[config.mk]
export PLATFORM = sky130hd
export DESIGN_NAME = stat_snap_bank
export DESIGN_NICKNAME = d
export VERILOG_FILES = /design/src/rtl/stat_bank_pkg.sv /design/src/rtl/stat_counter_lane.sv /design/src/rtl/stat_wrap_flags.sv /design/src/rtl/stat_host_port.sv /design/src/rtl/stat_snap_bank.sv
export SDC_FILE = /design/constraint.sdc
export NUM_CORES = 2
export LEC_CHECK = 0
export BUFFER_PORTS_ARGS = -buffer_cell sky130_fd_sc_hd__buf_2
export CAP_MARGIN = 10
export CORE_MARGIN = 2
export CORE_UTILIZATION = 34
export DETAILED_ROUTE_END_ITERATION = 8
export SLEW_MARGIN = 25
export SYNTH_ARGS = -nofsm -noshare
export SYNTH_HDL_FRONTEND = slang
export SYNTH_HIERARCHICAL = 1
export SYNTH_SLANG_ARGS = --single-unit
[constraint.sdc]
create_clock -name clk -period 3.9 [get_ports clk]
set_input_delay 0.585 -clock clk [delete_from_list [all_inputs] [get_ports clk]]
set_output_delay 0.585 -clock clk [all_outputs]
set_load 0.01 [all_outputs]
[src/rtl/stat_bank_pkg.sv]
package stat_bank_pkg;
  localparam int HOST_W        = 16;
  localparam int FLAG_W        = 64;
  localparam int ADDR_CMD      = 'h00;
  localparam int ADDR_ROLL     = 'h04;
  localparam int ADDR_MASK     = 'h08;
  localparam int ADDR_CNT      = 'h10;
  localparam int CMD_SNAP_BIT  = 0;
  localparam int CMD_CLR_BIT   = 1;

  typedef enum logic [1:0] {
    WORD_LO   = 2'd0,
    WORD_MID  = 2'd1,
    WORD_HI   = 2'd2,
    WORD_NONE = 2'd3
  } cnt_word_e;
endpackage

[src/rtl/stat_counter_lane.sv]
module stat_counter_lane #(
  parameter int CNT_W    = 40,
  parameter int INC_W    = 16,
  parameter bit IS_OCTET = 1'b0
) (
  input  logic             clk,
  input  logic             rst,
  input  logic             evt,
  input  logic [INC_W-1:0] bytes,
  input  logic             snap,
  input  logic             clr,
  output logic [CNT_W-1:0] hold,
  output logic             wrap
);
  logic [CNT_W-1:0] live;
  logic [CNT_W-1:0] step;
  logic [CNT_W:0]   sum;

  generate
    if (IS_OCTET) begin : g_octet
      assign step = CNT_W'(bytes);
    end else begin : g_frame
      logic bytes_unused;
      assign bytes_unused = ^bytes;
      assign step = CNT_W'(1);
    end
  endgenerate

  assign sum  = {1'b0, live} + {1'b0, step};
  assign wrap = evt & ~clr & sum[CNT_W];

  always_ff @(posedge clk) begin
    if (rst) begin
      live <= '0;
      hold <= '0;
    end else begin
      if (snap) hold <= live;
      if (clr)      live <= '0;
      else if (evt) live <= sum[CNT_W-1:0];
    end
  end

  assert_clear_zero_R5: assert property (@(posedge clk) disable iff (rst)
    clr |=> live == '0);
  assert_snap_copy_R3: assert property (@(posedge clk) disable iff (rst)
    snap |=> hold == $past(live));
  assert_hold_stable_R4: assert property (@(posedge clk) disable iff (rst)
    !snap |=> $stable(hold));
  assert_wrap_drop_R1: assert property (@(posedge clk) disable iff (rst)
    wrap |=> live < $past(live));
endmodule

[src/rtl/stat_wrap_flags.sv]
module stat_wrap_flags
  import stat_bank_pkg::*;
#(
  parameter int NUM_CNT = 8
) (
  input  logic               clk,
  input  logic               rst,
  input  logic [NUM_CNT-1:0] wrap_in,
  input  logic               rd_clr,
  input  logic [1:0]         rd_sel,
  input  logic               mask_we,
  input  logic [1:0]         mask_sel,
  input  logic [HOST_W-1:0]  mask_data,
  output logic [FLAG_W-1:0]  flags,
  output logic [FLAG_W-1:0]  masks,
  output logic               irq
);
  logic [FLAG_W-1:0] wrap_pad;
  logic [FLAG_W-1:0] clr_vec;

  assign wrap_pad = FLAG_W'(wrap_in);
  assign clr_vec  = rd_clr ? (FLAG_W'(16'hFFFF) << {rd_sel, 4'b0000}) : '0;

  always_ff @(posedge clk) begin
    if (rst) begin
      flags <= '0;
      masks <= '0;
      irq   <= 1'b0;
    end else begin
      flags <= (flags & ~clr_vec) | wrap_pad;
      if (mask_we) masks[{mask_sel, 4'b0000} +: HOST_W] <= mask_data;
      irq <= |(flags & masks);
    end
  end

  assert_flag_set_R6: assert property (@(posedge clk) disable iff (rst)
    (|wrap_pad) |=> ((flags & $past(wrap_pad)) == $past(wrap_pad)));
  assert_flag_source_R7: assert property (@(posedge clk) disable iff (rst)
    1'b1 |=> ((flags & ~$past(flags) & ~$past(wrap_pad)) == '0));
  assert_no_irq_unmasked_R8: assert property (@(posedge clk) disable iff (rst)
    (masks == '0) |=> !irq);
endmodule

[src/rtl/stat_host_port.sv]
module stat_host_port
  import stat_bank_pkg::*;
#(
  parameter int NUM_CNT = 8,
  parameter int CNT_W   = 40,
  parameter int ADDR_W  = 8
) (
  input  logic                            clk,
  input  logic                            rst,
  input  logic                            wr_en,
  input  logic                            rd_en,
  input  logic [ADDR_W-1:0]               addr,
  input  logic [HOST_W-1:0]               wr_data,
  input  logic [NUM_CNT-1:0][CNT_W-1:0]   hold,
  input  logic [FLAG_W-1:0]               flags,
  input  logic [FLAG_W-1:0]               masks,
  output logic                            snap_pulse,
  output logic                            clr_pulse,
  output logic                            roll_rd,
  output logic [1:0]                      roll_sel,
  output logic                            mask_we,
  output logic [1:0]                      mask_sel,
  output logic [HOST_W-1:0]               rd_data
);
  logic              hit_cmd, hit_roll, hit_mask, hit_cnt;
  logic [ADDR_W-1:0] cnt_off;
  cnt_word_e         word;
  logic [47:0]       sel_ext;
  logic              sel_ok;
  logic [HOST_W-1:0] rd_next;

  assign hit_cmd  = addr == ADDR_W'(ADDR_CMD);
  assign hit_roll = addr[ADDR_W-1:2] == (ADDR_W-2)'(ADDR_ROLL >> 2);
  assign hit_mask = addr[ADDR_W-1:2] == (ADDR_W-2)'(ADDR_MASK >> 2);
  assign hit_cnt  = addr >= ADDR_W'(ADDR_CNT);
  assign cnt_off  = addr - ADDR_W'(ADDR_CNT);
  assign word     = cnt_word_e'(cnt_off[1:0]);

  assign snap_pulse = wr_en & hit_cmd & wr_data[CMD_SNAP_BIT];
  assign clr_pulse  = wr_en & hit_cmd & wr_data[CMD_CLR_BIT];
  assign roll_rd    = rd_en & hit_roll;
  assign roll_sel   = addr[1:0];
  assign mask_we    = wr_en & hit_mask;
  assign mask_sel   = addr[1:0];

  always_comb begin
    sel_ext = '0;
    sel_ok  = 1'b0;
    for (int i = 0; i < NUM_CNT; i++) begin
      if (int'(cnt_off[ADDR_W-1:2]) == i) begin
        sel_ext = 48'(hold[i]);
        sel_ok  = 1'b1;
      end
    end
  end

  always_comb begin
    rd_next = '0;
    if (hit_roll)      rd_next = flags[{addr[1:0], 4'b0000} +: HOST_W];
    else if (hit_mask) rd_next = masks[{addr[1:0], 4'b0000} +: HOST_W];
    else if (hit_cnt && sel_ok) begin
      case (word)
        WORD_LO:  rd_next = sel_ext[15:0];
        WORD_MID: rd_next = sel_ext[31:16];
        WORD_HI:  rd_next = sel_ext[47:32];
        default:  rd_next = '0;
      endcase
    end
  end

  always_ff @(posedge clk) begin
    if (rst)        rd_data <= '0;
    else if (rd_en) rd_data <= rd_next;
  end

  assert_cmd_reads_zero_R9: assert property (@(posedge clk) disable iff (rst)
    (rd_en && hit_cmd) |=> rd_data == '0);
endmodule

[src/rtl/stat_snap_bank.sv]
module stat_snap_bank
  import stat_bank_pkg::*;
#(
  parameter int                 NUM_CNT    = 8,
  parameter int                 CNT_W      = 40,
  parameter int                 INC_W      = 16,
  parameter int                 ADDR_W     = 8,
  parameter logic [NUM_CNT-1:0] OCTET_MASK = NUM_CNT'(5)
) (
  input  logic                     clk,
  input  logic                     rst,
  input  logic [NUM_CNT-1:0]       evt_strobe,
  input  logic [NUM_CNT*INC_W-1:0] evt_bytes,
  input  logic                     host_wr_en,
  input  logic                     host_rd_en,
  input  logic [ADDR_W-1:0]        host_addr,
  input  logic [15:0]              host_wr_data,
  output logic [15:0]              host_rd_data,
  output logic                     irq
);
  localparam int MAX_CNT = ((1 << ADDR_W) - ADDR_CNT) / 4;

  initial begin
    if (CNT_W <= 32 || CNT_W > 48) $error("CNT_W must be in 33..48");
    if (INC_W > CNT_W)             $error("INC_W must not exceed CNT_W");
    if (NUM_CNT > MAX_CNT || NUM_CNT > FLAG_W) $error("NUM_CNT too large for map");
  end

  logic [NUM_CNT-1:0][CNT_W-1:0] hold_arr;
  logic [NUM_CNT-1:0]            wrap_vec;
  logic                          snap_pulse, clr_pulse, roll_rd, mask_we;
  logic [1:0]                    roll_sel, mask_sel;
  logic [FLAG_W-1:0]             flags, masks;

  genvar g;
  generate
    for (g = 0; g < NUM_CNT; g++) begin : g_lane
      stat_counter_lane #(
        .CNT_W   (CNT_W),
        .INC_W   (INC_W),
        .IS_OCTET(OCTET_MASK[g])
      ) lane_i (
        .clk  (clk),
        .rst  (rst),
        .evt  (evt_strobe[g]),
        .bytes(evt_bytes[g*INC_W +: INC_W]),
        .snap (snap_pulse),
        .clr  (clr_pulse),
        .hold (hold_arr[g]),
        .wrap (wrap_vec[g])
      );
    end
  endgenerate

  stat_wrap_flags #(.NUM_CNT(NUM_CNT)) flags_i (
    .clk      (clk),
    .rst      (rst),
    .wrap_in  (wrap_vec),
    .rd_clr   (roll_rd),
    .rd_sel   (roll_sel),
    .mask_we  (mask_we),
    .mask_sel (mask_sel),
    .mask_data(host_wr_data),
    .flags    (flags),
    .masks    (masks),
    .irq      (irq)
  );

  stat_host_port #(
    .NUM_CNT(NUM_CNT),
    .CNT_W  (CNT_W),
    .ADDR_W (ADDR_W)
  ) host_i (
    .clk       (clk),
    .rst       (rst),
    .wr_en     (host_wr_en),
    .rd_en     (host_rd_en),
    .addr      (host_addr),
    .wr_data   (host_wr_data),
    .hold      (hold_arr),
    .flags     (flags),
    .masks     (masks),
    .snap_pulse(snap_pulse),
    .clr_pulse (clr_pulse),
    .roll_rd   (roll_rd),
    .roll_sel  (roll_sel),
    .mask_we   (mask_we),
    .mask_sel  (mask_sel),
    .rd_data   (host_rd_data)
  );
endmodule

==> results by group <==
Run status
  • Outcome: complete, no violations

Logic synthesis
  • Synth Cell Area: 37000 sq um
  • Avg Synthesized Cell Area: 9.41 sq um
  • #FFs+latches synth: 785
  • Yosys warns: 6
  • Yosys cell types: 84
  • Seq/Total Area, Yosys: 0.425
  • Asr flop ratio synth: 0
  • Number of synthesized flops with an enable pin: 0
  • Most used DFF post-synth: dfxtp_1
  • Mapped Cells: 3934
  • Mapped Nets: 4143

CTS
  • CTS Sinks: 785
  • Cts bufs inserted: 86
  • Clk_lat worst skew: 0.66 ns
  • TritonCTS clock tree: yes
  • CTS Buffer Depth: 3
  • CTS Hold Buffers Added: 0
  • CTS root buf: clkbuf_16
  • Htree depth: 3
  • Postcts setup bufs: 0
  • Clock transition at path regs: 0.06 ns
  • PostCTS Resize Cnt: 0

Routing
  • Drt pass-1 iters: 6
  • Via/cell ratio: 5.61
  • Via count: 30200
  • DRC viols: 0
  • Routed length per placed instance: 20.5 microns
  • Post-DRT Antenna Nets: 0
  • DRT iter0 DRCs: 2555
  • Routed WL: 110000 microns

Setup path
  • CP arrival: 3.70 ns
  • Critical Path RT: 4.48 ns
  • Reg2Reg Setup Slack: 0.77 ns
  • Cells on worst reg2reg path: 11
  • Critical path endpoint: flags_i/flags[2]$_SDFF_PP0_
  • Worst setup EP type: register
  • Crit path launch: g_lane[2].lane_i/live[0]$_SDFFE_PP0P_
  • R2R Path Start: g_lane[2].lane_i/live[0]$_SDFFE_PP0P_
  • Worst setup SP type: register
  • Crit Path Class: register to register
  • CP Max Fanout: 9
  • RR Endpoint: flags_i/flags[2]$_SDFF_PP0_

Global route
  • Initial antenna violation count: 6
  • Largest net degree at the start of global routing: 122
  • GRT overflow: 0
  • First-pass GRT wire length: 170000 microns
  • Number of global-route vias before repair: 27900
  • GRT Util Overall: 0.193

Timing
  • Final setup viols: 0
  • Worst setup margin: 0.772 ns
  • Least-Margin Pin Slew: 1.01 ns
  • Clock Skew: 0.0327 ns
  • Period utilization: 0.802
  • RSZ-0062 raised after global routing: false
  • Max-slew violations: 0
  • Worst slew margin: 0.323
  • Max Fclk: 320 MHz
  • Fin. Hold Viols: 0
  • Final Critical Period: 3.13 ns
  • Setup_tns: 0 ns

Placement
  • Placed cells: 5227
  • DP Worst Slack: 0.411 ns
  • HPWL Detailed: 80100 microns
  • I/O Buffers: 84
  • GP Congestion: 0.920

Floorplanning
  • Core Area: 108000 sq um
  • Die height: 334 microns
  • Num rows: 121
  • Top-level I/O count: 181
  • Die area: 111000 sq um
  • Starting Density: 0.341
  • Die X-Extent: 334 microns

Layout
  • Layout cells sized above 1: 0.122
  • Final Non-Filler Cells: 5379
  • Final nets: 4110
  • Area Overhead vs Synth: 12.7%

Run
  • Max-cap violation count: 0

Min path
  • Hold Crit Class: primary input to register

Power
  • Total leakage power: 14.0 nW
  • VDD IR-drop max: 0.328 mV
  • Pwr/cell area: 429 nW/um^2
[cell usage after synthesis, types with 11 or more instances]
library cell	instances	area [sq um]
xnor2_1	62	543
xor2_1	70	613
and4_1	38	333
nand4_1	100	626
buf_2	36	180
nand2_1	160	601
nor4_1	60	375
buf_6	11	124
or3_1	56	350
a31oi_1	13	81.3
o22ai_1	22	138
nor3_1	32	160
mux2_2	31	349
inv_1	34	128
a21o_1	11	82.6
a221oi_1	13	114
clkbuf_1	173	649
o31ai_1	103	773
and3_1	62	388
ha_1	43	538
and2_1	84	526
or2_2	16	100
a22oi_1	81	608
mux4_2	73	1640
o221ai_1	14	123
a21oi_1	186	931
or4_1	110	826
buf_4	19	143
o21ai_0	97	485
mux2i_1	370	3700
buf_1	50	188
dfxtp_1	785	15700
nand3_1	116	581
o211ai_1	30	225
nand4_2	12	150
nor2_1	571	2140
[power breakdown]
group | switching (W) | leakage, nW | total (W) | internal (W)
Sequential | 0.0000893 | 6.33 | 0.00818 | 0.00809
Combinational | 0.000750 | 6.20 | 0.00117 | 0.000423
Clock | 0.00343 | 1.44 | 0.00851 | 0.00508
[logic make-up after synthesis]
| group | after synthesis | synth area share |
|---|---|---|
| AO/OA/AOI/OAI | 691 | 0.125 |
| XOR/XNOR | 132 | 0.0312 |
| adder cells (fa/ha/maj) | 45 | 0.0156 |
| buffers and inverters | 324 | 0.0382 |
| flip-flops | 785 | 0.425 |
| multiplexers | 474 | 0.154 |
| AND/OR/NAND/NOR | 1483 | 0.211 |
[through the flow]
stage / instance area [sq um] / util / power [W] / hold WS, ns
floorplan: 37000 / - / 0.00916 / 0.447
global placement: 38700 / 0.357 / 0.00951 / 0.461
detailed placement: 38700 / 0.357 / 0.00952 / 0.470
CTS: 41700 / 0.385 / 0.0180 / 0.192
global route: 41700 / 0.385 / 0.0185 / 0.218
finish: 41700 / 0.385 / 0.0179 / 0.221
[sequential cells by signal, summed over array words and instances (netlist names)]
signal / count
flags_i/masks: 64
flags_i/irq: 1
host_i/rd_data: 16
flags_i/flags: 64
g_lane.lane_i/live: 320
g_lane.lane_i/hold: 320
[worst min path at each step]
stage	startpoint	to	slack, ns	depth (start not counted)
detailed placement	flags_i/flags[55]$_SDFF_PP0_	flags_i/flags[55]$_SDFF_PP0_	0.47	1
global route	host_wr_data[9]	flags_i/masks[57]$_SDFFE_PP0P_	0.22	3
global placement	flags_i/flags[39]$_SDFF_PP0_	flags_i/flags[39]$_SDFF_PP0_	0.46	1
floorplan	flags_i/flags[32]$_SDFF_PP0_	flags_i/flags[32]$_SDFF_PP0_	0.45	1
finish	host_wr_data[9]	flags_i/masks[41]$_SDFFE_PP0P_	0.22	3
CTS	host_wr_data[9]	flags_i/masks[9]$_SDFFE_PP0P_	0.19	3
[placed cells by master, fill, tap and decap left out, types with 16 or more instances in the layout]
cell / count
a21oi_1: 186
a22oi_1: 81
and2_1: 84
and3_1: 62
and4_1: 38
buf_2: 81
buf_4: 73
clkbuf_1: 18
clkbuf_16: 86
clkbuf_8: 18
dfxtp_1: 785
ha_1: 43
inv_1: 34
mux2_2: 31
mux2i_1: 370
mux4_2: 73
nand2_1: 160
nand3_1: 116
nand4_1: 100
nor2_1: 569
nor3_1: 32
nor4_1: 60
o211ai_1: 30
o21ai_0: 97
o22ai_1: 22
o31ai_1: 103
or2_2: 16
or3_1: 56
or4_1: 110
xnor2_1: 62
xor2_1: 70
[cell type report]
cell class	count	area (sq um)
Antenna cell	2	5.00
Multi-Input combinational cell	2825	19900
Sequential cell	785	15700
Timing Repair Buffer	168	1230
Clock inverter	28	477
Tap cell	1414	1770
Inverter	35	131
Fill cell	10800	66700
Clock buffer	122	2470
[layer usage]
| metal | track usage | vias up | share of wire |
|---|---|---|---|
| met2 | 0.304 | 843 | 0.45 |
| met1 | 0.268 | 14700 | 0.46 |
| met5 | 0 | - | 0.00021 |
| met3 | 0.0249 | 186 | 0.053 |
| met4 | 0.0727 | 4 | 0.038 |
| li1 | - | 14500 | - |
[worst max-delay path, cell delays in order (launching register included)]
cell and delay (ns):
dfxtp_1 0.38, ha_1 0.20, fa_1 0.21, a21o_1 0.16, a311oi_1 0.18, o211a_4 0.30, nor4_4 0.73, o211ai_1 0.18
nor4b_1 0.37, buf_4 0.20, a21oi_1 0.04, nor2_1 0.09
No activity file was read; power rests on OpenSTA's default activity.
